**config.mk**
```make
export PLATFORM = sky130hd
export DESIGN_NAME = pwm_width_meter
export DESIGN_NICKNAME = d
export VERILOG_FILES = /design/src/rtl/pwm_meter_pkg.sv /design/src/rtl/pwm_timebase.sv /design/src/rtl/pwm_edge_capture.sv /design/src/rtl/pwm_duty_scaler.sv /design/src/rtl/pwm_width_meter.sv
export SDC_FILE = /design/constraint.sdc
export NUM_CORES = 1
export LEC_CHECK = 0
export ABC_AREA = 1
export BUFFER_PORTS_ARGS = -buffer_cell sky130_fd_sc_hd__buf_2
export CAP_MARGIN = 20
export CORE_MARGIN = 1.5
export CORE_UTILIZATION = 35
export CTS_BUF_LIST = sky130_fd_sc_hd__clkbuf_4 sky130_fd_sc_hd__clkbuf_8
export CTS_CLUSTER_DIAMETER = 40
export DETAILED_ROUTE_END_ITERATION = 6
export PLACE_DENSITY = 0.48
export SYNTH_ARGS = -nofsm -noshare
export SYNTH_HDL_FRONTEND = slang
export SYNTH_SLANG_ARGS = --single-unit
export TNS_END_PERCENT = 30
```
**constraint.sdc**
```tcl
create_clock -name clk -period 97.9 [get_ports clk]
set_input_delay 4.895 -clock clk [delete_from_list [all_inputs] [get_ports clk]]
set_output_delay 4.895 -clock clk [all_outputs]
set_load 0.1 [all_outputs]
```
**src/rtl/pwm_meter_pkg.sv**
```systemverilog
package pwm_meter_pkg;
  typedef enum logic [1:0] {
    SRC_SLOW = 2'd0,
    SRC_FAST = 2'd1,
    SRC_TICK = 2'd2,
    SRC_EXT  = 2'd3
  } tick_src_e;

  typedef enum logic {
    ARM_RISE = 1'b0,
    ARM_FALL = 1'b1
  } arm_e;
endpackage

```
**src/rtl/pwm_timebase.sv**
```systemverilog
module pwm_timebase
  import pwm_meter_pkg::*;
#(
  parameter int TMR_W    = 16,
  parameter int DIV_SLOW = 12,
  parameter int DIV_FAST = 2
) (
  input  logic             clk,
  input  logic             rst_n,
  input  logic [1:0]       src_sel,
  input  logic             ovf_tick,
  input  logic             ext_cnt,
  output logic [TMR_W-1:0] timer
);
  localparam int DIV_MAX = (DIV_SLOW > DIV_FAST) ? DIV_SLOW : DIV_FAST;
  localparam int PS_W    = $clog2(DIV_MAX + 1);

  logic [PS_W-1:0] ps_cnt;
  logic [PS_W-1:0] ps_last;
  logic            ps_wrap;
  logic [2:0]      ext_sh;
  logic            ext_rise;
  logic            tick;
  tick_src_e       src;

  assign src      = tick_src_e'(src_sel);
  assign ps_last  = (src == SRC_SLOW) ? PS_W'(DIV_SLOW - 1) : PS_W'(DIV_FAST - 1);
  assign ps_wrap  = (ps_cnt >= ps_last);
  assign ext_rise = ext_sh[1] & ~ext_sh[2];

  always_ff @(posedge clk) begin
    if (!rst_n) begin
      ps_cnt <= '0;
      ext_sh <= '0;
    end else begin
      ext_sh <= {ext_sh[1:0], ext_cnt};
      ps_cnt <= ps_wrap ? '0 : ps_cnt + 1'b1;
    end
  end

  always_comb begin
    unique case (src)
      SRC_SLOW, SRC_FAST: tick = ps_wrap;
      SRC_TICK:           tick = ovf_tick;
      SRC_EXT:            tick = ext_rise;
      default:            tick = 1'b0;
    endcase
  end

  always_ff @(posedge clk) begin
    if (!rst_n)    timer <= '0;
    else if (tick) timer <= timer + 1'b1;
  end


  timer_step_chk: assert property (@(posedge clk) disable iff (!rst_n)
    !$stable(timer) |-> timer == TMR_W'($past(timer) + 1'b1));
endmodule

```
**src/rtl/pwm_edge_capture.sv**
```systemverilog
module pwm_edge_capture
  import pwm_meter_pkg::*;
#(
  parameter int TMR_W = 16,
  parameter int LIM_W = 16
) (
  input  logic             clk,
  input  logic             rst_n,
  input  logic             pwm_in,
  input  logic [TMR_W-1:0] timer,
  input  logic [LIM_W-1:0] stuck_limit,
  output logic             cap_done,
  output logic [TMR_W-1:0] high_cnt,
  output logic             stuck,
  output logic             stuck_set,
  output logic             level
);
  logic [2:0]       sync_sh;
  logic             rise, fall;
  arm_e             arm;
  logic [TMR_W-1:0] snap_rise;
  logic [LIM_W-1:0] idle_cnt;
  logic             hit;

  assign level    = sync_sh[1];
  assign rise     = sync_sh[1] & ~sync_sh[2];
  assign fall     = ~sync_sh[1] & sync_sh[2];
  assign cap_done = fall && (arm == ARM_FALL);
  assign high_cnt = timer - snap_rise;
  assign hit      = (stuck_limit != '0) && !stuck && !rise && !fall &&
                    (idle_cnt == stuck_limit - 1'b1);
  assign stuck_set = hit;

  always_ff @(posedge clk) begin
    if (!rst_n) begin
      sync_sh   <= '0;
      arm       <= ARM_RISE;
      snap_rise <= '0;
    end else begin
      sync_sh <= {sync_sh[1:0], pwm_in};
      if (hit) begin
        arm <= ARM_RISE;
      end else if (arm == ARM_RISE && rise) begin
        snap_rise <= timer;
        arm       <= ARM_FALL;
      end else if (cap_done) begin
        arm <= ARM_RISE;
      end
    end
  end

  always_ff @(posedge clk) begin
    if (!rst_n) begin
      idle_cnt <= '0;
      stuck    <= 1'b0;
    end else if (rise || fall || stuck_limit == '0) begin
      idle_cnt <= '0;
      stuck    <= 1'b0;
    end else if (hit) begin
      stuck <= 1'b1;
    end else if (!stuck) begin
      idle_cnt <= idle_cnt + 1'b1;
    end
  end


  rearm_rise_chk: assert property (@(posedge clk) disable iff (!rst_n)
    cap_done |=> arm == ARM_RISE);

  stuck_clear_chk: assert property (@(posedge clk) disable iff (!rst_n)
    (stuck && (rise || fall)) |=> !stuck);
endmodule

```
**src/rtl/pwm_duty_scaler.sv**
```systemverilog
module pwm_duty_scaler #(
  parameter int TMR_W  = 16,
  parameter int DUTY_W = 8
) (
  input  logic [TMR_W-1:0]  high_cnt,
  input  logic [TMR_W-1:0]  period_cnt,
  output logic [DUTY_W-1:0] duty
);
  localparam int PROD_W   = TMR_W + DUTY_W;
  localparam int FULL     = (1 << DUTY_W) - 1;

  logic [PROD_W-1:0] prod;
  logic [PROD_W-1:0] quot;

  assign prod = PROD_W'(high_cnt) * PROD_W'(FULL);

  always_comb begin
    quot = '0;
    if (period_cnt != '0) quot = prod / PROD_W'(period_cnt);
  end

  assign duty = (quot > PROD_W'(FULL)) ? DUTY_W'(FULL) : quot[DUTY_W-1:0];
endmodule

```
**src/rtl/pwm_width_meter.sv**
```systemverilog
module pwm_width_meter
  import pwm_meter_pkg::*;
#(
  parameter int TMR_W    = 16,
  parameter int DUTY_W   = 8,
  parameter int LIM_W    = 16,
  parameter int DIV_SLOW = 12,
  parameter int DIV_FAST = 2
) (
  input  logic              clk,
  input  logic              rst_n,
  input  logic [1:0]        clk_src_sel,
  input  logic              ovf_tick,
  input  logic              ext_cnt,
  input  logic              pwm_in,
  input  logic [TMR_W-1:0]  period_cnt,
  input  logic [LIM_W-1:0]  stuck_limit,
  output logic              meas_valid,
  input  logic              meas_ready,
  output logic [TMR_W-1:0]  meas_high,
  output logic [DUTY_W-1:0] meas_duty,
  output logic              stuck
);
  logic [TMR_W-1:0]  timer;
  logic              cap_done;
  logic [TMR_W-1:0]  high_cnt;
  logic              stuck_set;
  logic              level;
  logic [DUTY_W-1:0] duty_new;

  pwm_timebase #(.TMR_W(TMR_W), .DIV_SLOW(DIV_SLOW), .DIV_FAST(DIV_FAST)) u_tb (
    .clk(clk), .rst_n(rst_n), .src_sel(clk_src_sel), .ovf_tick(ovf_tick),
    .ext_cnt(ext_cnt), .timer(timer));

  pwm_edge_capture #(.TMR_W(TMR_W), .LIM_W(LIM_W)) u_cap (
    .clk(clk), .rst_n(rst_n), .pwm_in(pwm_in), .timer(timer),
    .stuck_limit(stuck_limit), .cap_done(cap_done), .high_cnt(high_cnt),
    .stuck(stuck), .stuck_set(stuck_set), .level(level));

  pwm_duty_scaler #(.TMR_W(TMR_W), .DUTY_W(DUTY_W)) u_scl (
    .high_cnt(high_cnt), .period_cnt(period_cnt), .duty(duty_new));

  always_ff @(posedge clk) begin
    if (!rst_n) begin
      meas_valid <= 1'b0;
      meas_high  <= '0;
      meas_duty  <= '0;
    end else begin
      if (cap_done) begin
        meas_valid <= 1'b1;
        meas_high  <= high_cnt;
        meas_duty  <= duty_new;
      end else begin
        if (meas_valid && meas_ready) meas_valid <= 1'b0;
        if (stuck_set) meas_duty <= level ? '1 : '0;
      end
    end
  end


  hold_valid_chk: assert property (@(posedge clk) disable iff (!rst_n)
    (meas_valid && !meas_ready) |=> meas_valid);

  hold_data_chk: assert property (@(posedge clk) disable iff (!rst_n)
    (meas_valid && !meas_ready && !cap_done) |=> $stable(meas_high));

  stuck_code_chk: assert property (@(posedge clk) disable iff (!rst_n)
    $rose(stuck) |-> (meas_duty == '0 || meas_duty == '1));
endmodule

```
==> results.json, run 1 <==
{
  "worst_setup_path_start_kind": "flop",
  "synth_compound_area_share_pct": 17.9,
  "synthMuxAreaShare_pct": 0,
  "worstPathArrival_ns": 75.08,
  "drt_iter0_markers": 721,
  "ys_seq_area_share_pct": 8.15,
  "synth_cell_type_count": 65,
  "clock_skew_ns": 0.0152,
  "setup.worst_path.start": "u_cap.snap_rise[2]$_SDFFE_PN0P_",
  "drt_pass1_iterations": 5,
  "cts.path.max_buffers": 2,
  "n_fill_cell": 6369,
  "dp_hpwl_um": 46000,
  "gp_congestion": 0.906,
  "viasPerCell": 4.89,
  "ant_nets": 0,
  "io_buffers": 65,
  "post_cts_buffers": 0,
  "synth.top_cells.by_area": "ha_1, nand2_1, inv_1, dfxtp_1, xor2_1",
  "finalCriticalPeriod_ns": 74.85,
  "final_nets": 3682,
  "worst-path-max-fanout": 29,
  "synthAdderAreaFrac_pct": 25.7,
  "multiInputGateArea_um2": 16800,
  "h-tree-depth": 3,
  "initial_core_util_pct": 35.4,
  "hp-class": "flop to flop",
  "finalWirelength_um": 54800,
  "synth_top_family_by_area": "simple AND/OR/NAND/NOR gates",
  "diodes": 0,
  "final_cell_mix": "nand2_1, inv_1, ha_1",
  "cts_tree": "built",
  "cts_made_buffers": 9,
  "grt.overflow.total": 0,
  "synthFlopType": "dfxtp_1",
  "grt.total_usage_pct": 18.1,
  "synth-simple-area-share_pct": 26.4,
  "slew_headroom_pct": 28.0,
  "cts_hold_buf": 0,
  "yosysTopAreaCellShare_pct": 20.9,
  "rsz0062_at_grt": "no",
  "synth_edf_count": 0,
  "path_class": "flop to flop",
  "cts-root-buf": "clkbuf_8",
  "r2r-start": "u_cap.snap_rise[2]$_SDFFE_PN0P_",
  "grt_pass1_wl_um": 91800,
  "seqCellArea_um2": 1700,
  "wl_per_cell_um": 13.6,
  "grt_max_degree": 53,
  "path_clk_slew_ns": 0.09,
  "ys_warn_count": 0,
  "grt-busiest-layer": "met2",
  "vias": 19700,
  "dieArea_um2": 61100,
  "fp.dieH_um": 247,
  "tns_ns": 0,
  "syn-num-nets": 3643,
  "cpPeakStageDelay_ns": 0.59,
  "grtUsageMet1_pct": 23.6,
  "crit_path_frequent_cell": "nand2_1",
  "coreArea_um2": 59000,
  "cts.sinks": 85,
  "outcome": "complete, no violations",
  "met3_usage_pct": 1.17,
  "ios": 66,
  "clk_latency_ns": 0.37,
  "async_flop_share_pct": 0,
  "worstHoldStart": "u_tb.ext_sh[0]$_SDFF_PN0_",
  "area_delta_synth_final_pct": 6.57,
  "antenna_found_initial": 0,
  "critPathCaptureType": "flop",
  "num_rows": 89,
  "tightest_slew_ns": 1.08,
  "slew_viol_final": 0,
  "fmax_ghz": 0.0134,
  "hold_viol": 0,
  "synth_area_um2": 20900,
  "synth.ff_latch_count": 85,
  "cp.required_ns": 98.14,
  "drive_gt1_share_pct": 9.45,
  "crit_path_top_delay_cell": "inv_1",
  "layout_commonest_cell": "nand2_1",
  "setup_viol": 0,
  "drv_cap": 0,
  "fin_crit_sh_pct": 76.5,
  "yosys.area_share.xor_xnor_pct": 10.3,
  "syn_inst": 3204,
  "synth_area_per_cell_um2": 6.52,
  "die_x_um": 247,
  "synth_top_cell_by_area": "ha_1",
  "use_met2_pct": 33.3,
  "grt_pass1_vias": 19100,
  "post-route-drc-count": 0,
  "cts-resized-gates": 0
}
==> kinds of logic after synthesis <==
family,after synthesis
and+or+nand+nor,1214
adders and majority gates,399
DFF,85
xor gates and xnor gates,245
AOI/OAI and AO/OA,634
buffers and inverters,627
==> final cells by class <==
type	count	area share, %
clock buffer	11	0.624
clock inverter	5	0.371
inverter	579	9.77
multi-input combinational	2492	75.4
sequential	85	7.65
tap	773	4.35
timing repair buffer	76	1.83
==> cells in the mapped netlist (all sizes together) (15+ instances only) <==
| cell type | instances |
|---|---|
| nor3 | 26 |
| o21ai | 238 |
| nor4 | 15 |
| a21oi | 235 |
| a21o | 46 |
| xor2 | 163 |
| nand4 | 26 |
| nand3b | 16 |
| o211ai | 19 |
| o21bai | 41 |
| ha | 349 |
| fa | 50 |
| clkbuf | 34 |
| nor2 | 209 |
| dfxtp | 85 |
| o31ai | 19 |
| nand2 | 733 |
| inv | 570 |
| nand3 | 140 |
| or2 | 32 |
| xnor2 | 82 |
==> stage by stage <==
step	cell area, um2	util, %	std cells	setup slack (ns)	hold slack (ns)
after floorplan	20900	-	3204	33.50	0.390
after global placement	22000	37.3	4005	24.94	0.405
after detailed placement	22000	37.3	4005	23.09	0.409
after CTS	22300	37.7	4021	22.74	0.429
after global routing	22300	37.7	4021	13.59	0.448
final	22300	37.7	4021	23.05	0.422
==> worst max-delay path, delay by kind of cell, from the launching register on <==
kind	cells	cell delay (ns)
XOR/XNOR	2	0.77
AO/OA/AOI/OAI	202	35.96
flip-flops	1	0.34
buffers and inverters	106	10.39
adder cells (fa/ha/maj)	30	10.21
AND/OR/NAND/NOR	144	16.83
==> registers in the layout (all words and copies together), names as in the netlist <==
register / flops
meas_valid: 1
u_cap.stuck: 1
u_cap.snap_rise: 16
u_cap.idle_cnt: 16
u_cap.sync_sh: 3
meas_duty: 8
u_cap.arm: 1
u_tb.ps_cnt: 4
meas_high: 16
u_tb.timer: 16
u_tb.ext_sh: 3
==> final timing paths <==
kind                                             endpoint  slack [ns]  cells past startpoint
worst min-delay path            u_tb.ext_sh[1]$_SDFF_PN0_        0.42                      2
worst max register to register  meas_duty[0]$_SDFFE_PN0P_       23.05                    484
worst min register to register  u_tb.ext_sh[1]$_SDFF_PN0_        0.42                      2
worst max-delay path            meas_duty[0]$_SDFFE_PN0P_       23.05                    484
==> layer usage <==
metal	part of all wire [%]	wire, um
met4	0.76	414
met5	0	0
met2	49	26900
met1	48	26400
met3	2.0	1100
Power of run 1 is left out: the tool's default activity adds up to more than one toggle a clock period on the data nets, which glitch-free logic cannot reach.
==> inputs of run 2 (changes only) <==
clock period = 76 ns   (was 97.9 ns; I/O delays follow)
==> results.json, run 2 (synthesis results as in run 1) <==
{
  "outcome": "complete, no violations",
  "layout_commonest_cell": "nand2_1",
  "ios": 66,
  "cts.sinks": 85,
  "clock_skew_ns": 0.0149,
  "hold_path_end": "u_cap.sync_sh[1]$_SDFF_PN0_",
  "crit_path_frequent_cell": "nand2_1",
  "r2r_end": "meas_duty[0]$_SDFFE_PN0P_",
  "cts_hold_buf": 0,
  "io_buffers": 65,
  "worstPathArrival_ns": 68.22,
  "finalWirelength_um": 53300,
  "gp_congestion": 0.839,
  "post-route-drc-count": 0,
  "crit_family": "compound AO/OA/AOI/OAI gates",
  "r2r_cells": 498,
  "cts_tree": "built",
  "cpPeakStageDelay_ns": 0.55,
  "grt_max_degree": 53,
  "fp.dieH_um": 247,
  "cts_made_buffers": 9,
  "cp.buffers_inverters": 110,
  "fin_crit_sh_pct": 89.5,
  "cp.required_ns": 76.23,
  "viasPerCell": 4.91,
  "slew_viol_final": 0,
  "path_clk_slew_ns": 0.09,
  "path_class": "flop to flop",
  "diodes": 0,
  "drt_pass1_iterations": 5,
  "dp_hpwl_um": 45000,
  "h-tree-depth": 3,
  "num_rows": 89,
  "grt_pass1_vias": 18700,
  "critPathCaptureType": "flop",
  "grt.total_usage_pct": 17.2,
  "final_util_pct": 38.8,
  "dieArea_um2": 61100,
  "cts-root-buf": "clkbuf_8",
  "finalCriticalPeriod_ns": 67.99,
  "cts.path.max_buffers": 2,
  "n_fill_cell": 6324,
  "area_delta_synth_final_pct": 9.69,
  "hold_viol": 0,
  "hold_depth": 2,
  "drv_cap": 0,
  "final_cell_mix": "nand2_1, inv_1, ha_1",
  "worst_setup_path_start_kind": "flop",
  "ant_nets": 0,
  "antenna_found_initial": 0,
  "tns_ns": 0,
  "grt.overflow.total": 0,
  "final_nets": 3725,
  "grt_pass1_wl_um": 88300,
  "reg2reg_slack_ns": 8.01,
  "setup_viol": 0,
  "clk_latency_ns": 0.36,
  "tightest_slew_ns": 0.992,
  "slew_headroom_pct": 33.8,
  "worst-path-max-fanout": 29,
  "fmax_ghz": 0.0147,
  "hp-class": "flop to flop",
  "crit_path_top_delay_cell": "fa_1",
  "initial_core_util_pct": 35.4,
  "drt_iter0_markers": 742,
  "wl_per_cell_um": 13.1,
  "die_x_um": 247,
  "worstHoldStart": "u_cap.sync_sh[0]$_SDFF_PN0_",
  "vias": 19900,
  "coreArea_um2": 59000,
  "drive_gt1_share_pct": 11.9,
  "r2r-start": "u_tb.timer[0]$_SDFFE_PN0P_"
}
## run 2: metrics by stage
step	instances	hold WS (ns)	setup slack (ns)	cell area, um2
after floorplan	3204	0.390	11.60	20900
after CTS	4023	0.422	0.790	22300
after global placement	4008	0.414	2.72	22100
after global routing	4063	0.455	-0.0873	22900
final	4063	0.417	8.01	22900
after detailed placement	4008	0.406	1.17	22100
## run 2: worst max path at each step
stage                          startpoint                         to  slack [ns]  depth (start not counted)
6_report       u_tb.timer[0]$_SDFFE_PN0P_  meas_duty[0]$_SDFFE_PN0P_        8.01                        498
5_1_grt        u_tb.timer[0]$_SDFFE_PN0P_  meas_duty[0]$_SDFFE_PN0P_       -0.09                        496
4_1_cts        u_tb.timer[0]$_SDFFE_PN0P_  meas_duty[0]$_SDFFE_PN0P_        0.79                        488
3_5_place_dp   u_tb.timer[0]$_SDFFE_PN0P_  meas_duty[0]$_SDFFE_PN0P_        1.17                        488
3_3_place_gp   u_tb.timer[0]$_SDFFE_PN0P_  meas_duty[0]$_SDFFE_PN0P_        2.72                        487
2_1_floorplan  u_tb.timer[0]$_SDFFE_PN0P_  meas_duty[0]$_SDFFE_PN0P_       11.60                        501
## run 2: worst min-delay path, cell delays in order, from the launching register on
cell	delay (ns)
dfxtp_1	0.31
nand2_1	0.04
inv_1	0.04
## run 2: area by class of cell
class | instances | area (um2) | area share (%)
tap | 773 | 967 | 4.22
timing repair buffer | 117 | 724 | 3.16
sequential | 85 | 1700 | 7.43
timing repair inverter | 1 | 5.00 | 0.0219
multi-input combinational | 2493 | 17100 | 74.5
clock inverter | 6 | 93.8 | 0.410
clock buffer | 9 | 124 | 0.541
inverter | 579 | 2230 | 9.72
## run 2: what timing repair did
action	4_1_cts	5_1_grt
endpoints found under the setup margin	0	3
setup buffers	0	38
resized for setup	0	96
## run 2: metal layers
| metal | global-route usage [%] | vias up | wire [um] |
|---|---|---|---|
| met5 | 0 | - | 0 |
| met4 | 1.55 | 0 | 263 |
| met3 | 1.20 | 14 | 1220 |
| met2 | 31.2 | 199 | 26000 |
| met1 | 23.0 | 9141 | 25900 |
| li1 | - | 10600 | - |
Power of run 2 is left out for the same reason.
==> inputs of run 3 (changes only) <==
--- a/config.mk
+++ b/config.mk
@@ -14,5 +14,5 @@
 export CTS_CLUSTER_DIAMETER = 40
 export DETAILED_ROUTE_END_ITERATION = 6
-export PLACE_DENSITY = 0.48
+export PLACE_DENSITY = 0.5
 export SYNTH_ARGS = -nofsm -noshare
 export SYNTH_HDL_FRONTEND = slang
==> constraint.sdc (replaced) <==
create_clock -name clk -period 61.6 [get_ports clk]
set_input_delay 3.08 -clock clk [delete_from_list [all_inputs] [get_ports clk]]
set_output_delay 3.08 -clock clk [all_outputs]
set_load 0.01 [all_outputs]
==> results.json, run 3 (synthesis results as in run 1) <==
{
  "cts_made_buffers": 9,
  "grt_pass1_wl_um": 93000,
  "drt_pass1_iterations": 5,
  "finalWirelength_um": 57800,
  "grt.total_usage_pct": 18.5,
  "tightest_slew_ns": 1.07,
  "hold_slack_ns": 0.411,
  "worstPathArrival_ns": 58.26,
  "worst_setup_path_start_kind": "flop",
  "drive_gt1_share_pct": 22.5,
  "final_cell_mix": "nand2_1, inv_1, ha_1",
  "setup.worst_path.start": "u_tb.timer[0]$_SDFFE_PN0P_",
  "fmax_ghz": 0.0172,
  "reg2reg_slack_ns": 3.57,
  "clock_skew_ns": 0.0122,
  "n_fill_cell": 6381,
  "layout_commonest_cell": "nand2_1",
  "critPathCaptureType": "flop",
  "ios": 66,
  "place_ws_ns": -0.739,
  "hp-class": "flop to flop",
  "fp.dieH_um": 247,
  "crit_path_top_delay_cell": "fa_1",
  "slew_viol_final": 0,
  "grt_max_degree": 53,
  "cts_tree": "built",
  "gp_congestion": 0.844,
  "io_buffers": 65,
  "path_clk_slew_ns": 0.10,
  "final_nets": 3969,
  "final_cell_area_um2": 25400,
  "num_rows": 89,
  "hold_viol": 0,
  "crit_path_frequent_cell": "nand2_1",
  "wl_per_cell_um": 13.4,
  "rsz0062_at_grt": "yes",
  "initial_core_util_pct": 35.4,
  "antenna_found_initial": 0,
  "worst-path-max-fanout": 8,
  "final_util_pct": 43.1,
  "place_area_um2": 23700,
  "path_class": "flop to flop",
  "area_delta_synth_final_pct": 21.8,
  "cp.required_ns": 61.83,
  "drv_cap": 0,
  "cts.sinks": 85,
  "cts.path.max_buffers": 2,
  "die_x_um": 247,
  "dieArea_um2": 61100,
  "diodes": 0,
  "fin_crit_sh_pct": 94.2,
  "ant_nets": 0,
  "cts_hold_buf": 0,
  "grt.overflow.total": 0,
  "finalCriticalPeriod_ns": 58.03,
  "clk_latency_ns": 0.36,
  "cpPeakStageDelay_ns": 0.53,
  "coreArea_um2": 59000,
  "h-tree-depth": 3,
  "dp_hpwl_um": 47500,
  "drt_iter0_markers": 737,
  "setup_viol": 0,
  "cts-root-buf": "clkbuf_8",
  "post-route-drc-count": 0,
  "outcome": "complete, no violations",
  "grt_pass1_vias": 18600,
  "r2r-start": "u_tb.timer[0]$_SDFFE_PN0P_",
  "worstHoldStart": "u_tb.ext_sh[0]$_SDFF_PN0_",
  "vias": 20300,
  "slew_headroom_pct": 28.8,
  "timing.final.ws_setup_ns": 3.57,
  "viasPerCell": 4.72
}
==> run 3: path summary, 6_finish.rpt <==
| check | to | cells after the start |
|---|---|---|
| min | u_tb.ext_sh[1]$_SDFF_PN0_ | 2 |
| max | meas_duty[0]$_SDFFE_PN0P_ | 481 |
| min reg2reg | u_tb.ext_sh[1]$_SDFF_PN0_ | 2 |
| max reg2reg | meas_duty[0]$_SDFFE_PN0P_ | 481 |
==> run 3: routing by layer <==
metal	global-route usage [%]	up-vias	share of wire (%)
met4	1.39	0	0.38
li1	-	11100	-
met2	30.8	176	45
met5	0	-	0
met1	26.9	9062	52
met3	1.11	17	2.3
==> run 3: layout make-up <==
class	count	area, um2	share of cell area [%]
Clock inverter	5	41.3	0.162
Timing Repair Buffer	359	2550	10.0
Timing Repair inverter	4	22.5	0.0885
Clock buffer	11	151	0.595
Inverter	579	2210	8.68
Sequential cell	85	1700	6.70
Tap cell	773	967	3.80
Multi-Input combinational cell	2492	17800	70.0
==> run 3: per-stage QoR <==
stage                     setup TNS [ns]  cells
after floorplan                        0   3204
after global placement            -0.566   4203
after detailed placement          -0.739   4203
after CTS                              0   4233
after global routing               -1.96   4308
final                                  0   4308
==> run 3: repair_timing <==
action | in CTS | in global routing
gates cloned | 0 | 4
pin swaps | 11 | 160
setup endpoints to repair | 1 | 3
resized for setup | 23 | 230
buffers inserted | 14 | 71
==> run 3: critical path, delay by kind of cell, from the launching register on <==
kind            cells  cell delay (ns)
compound gates    196            26.92
xor+xnor            2             0.51
fa+ha+maj          31             9.57
buf+inv           101             7.11
flops               1             0.32
simple gates      151            13.31
Power of run 3 is left out for the same reason.
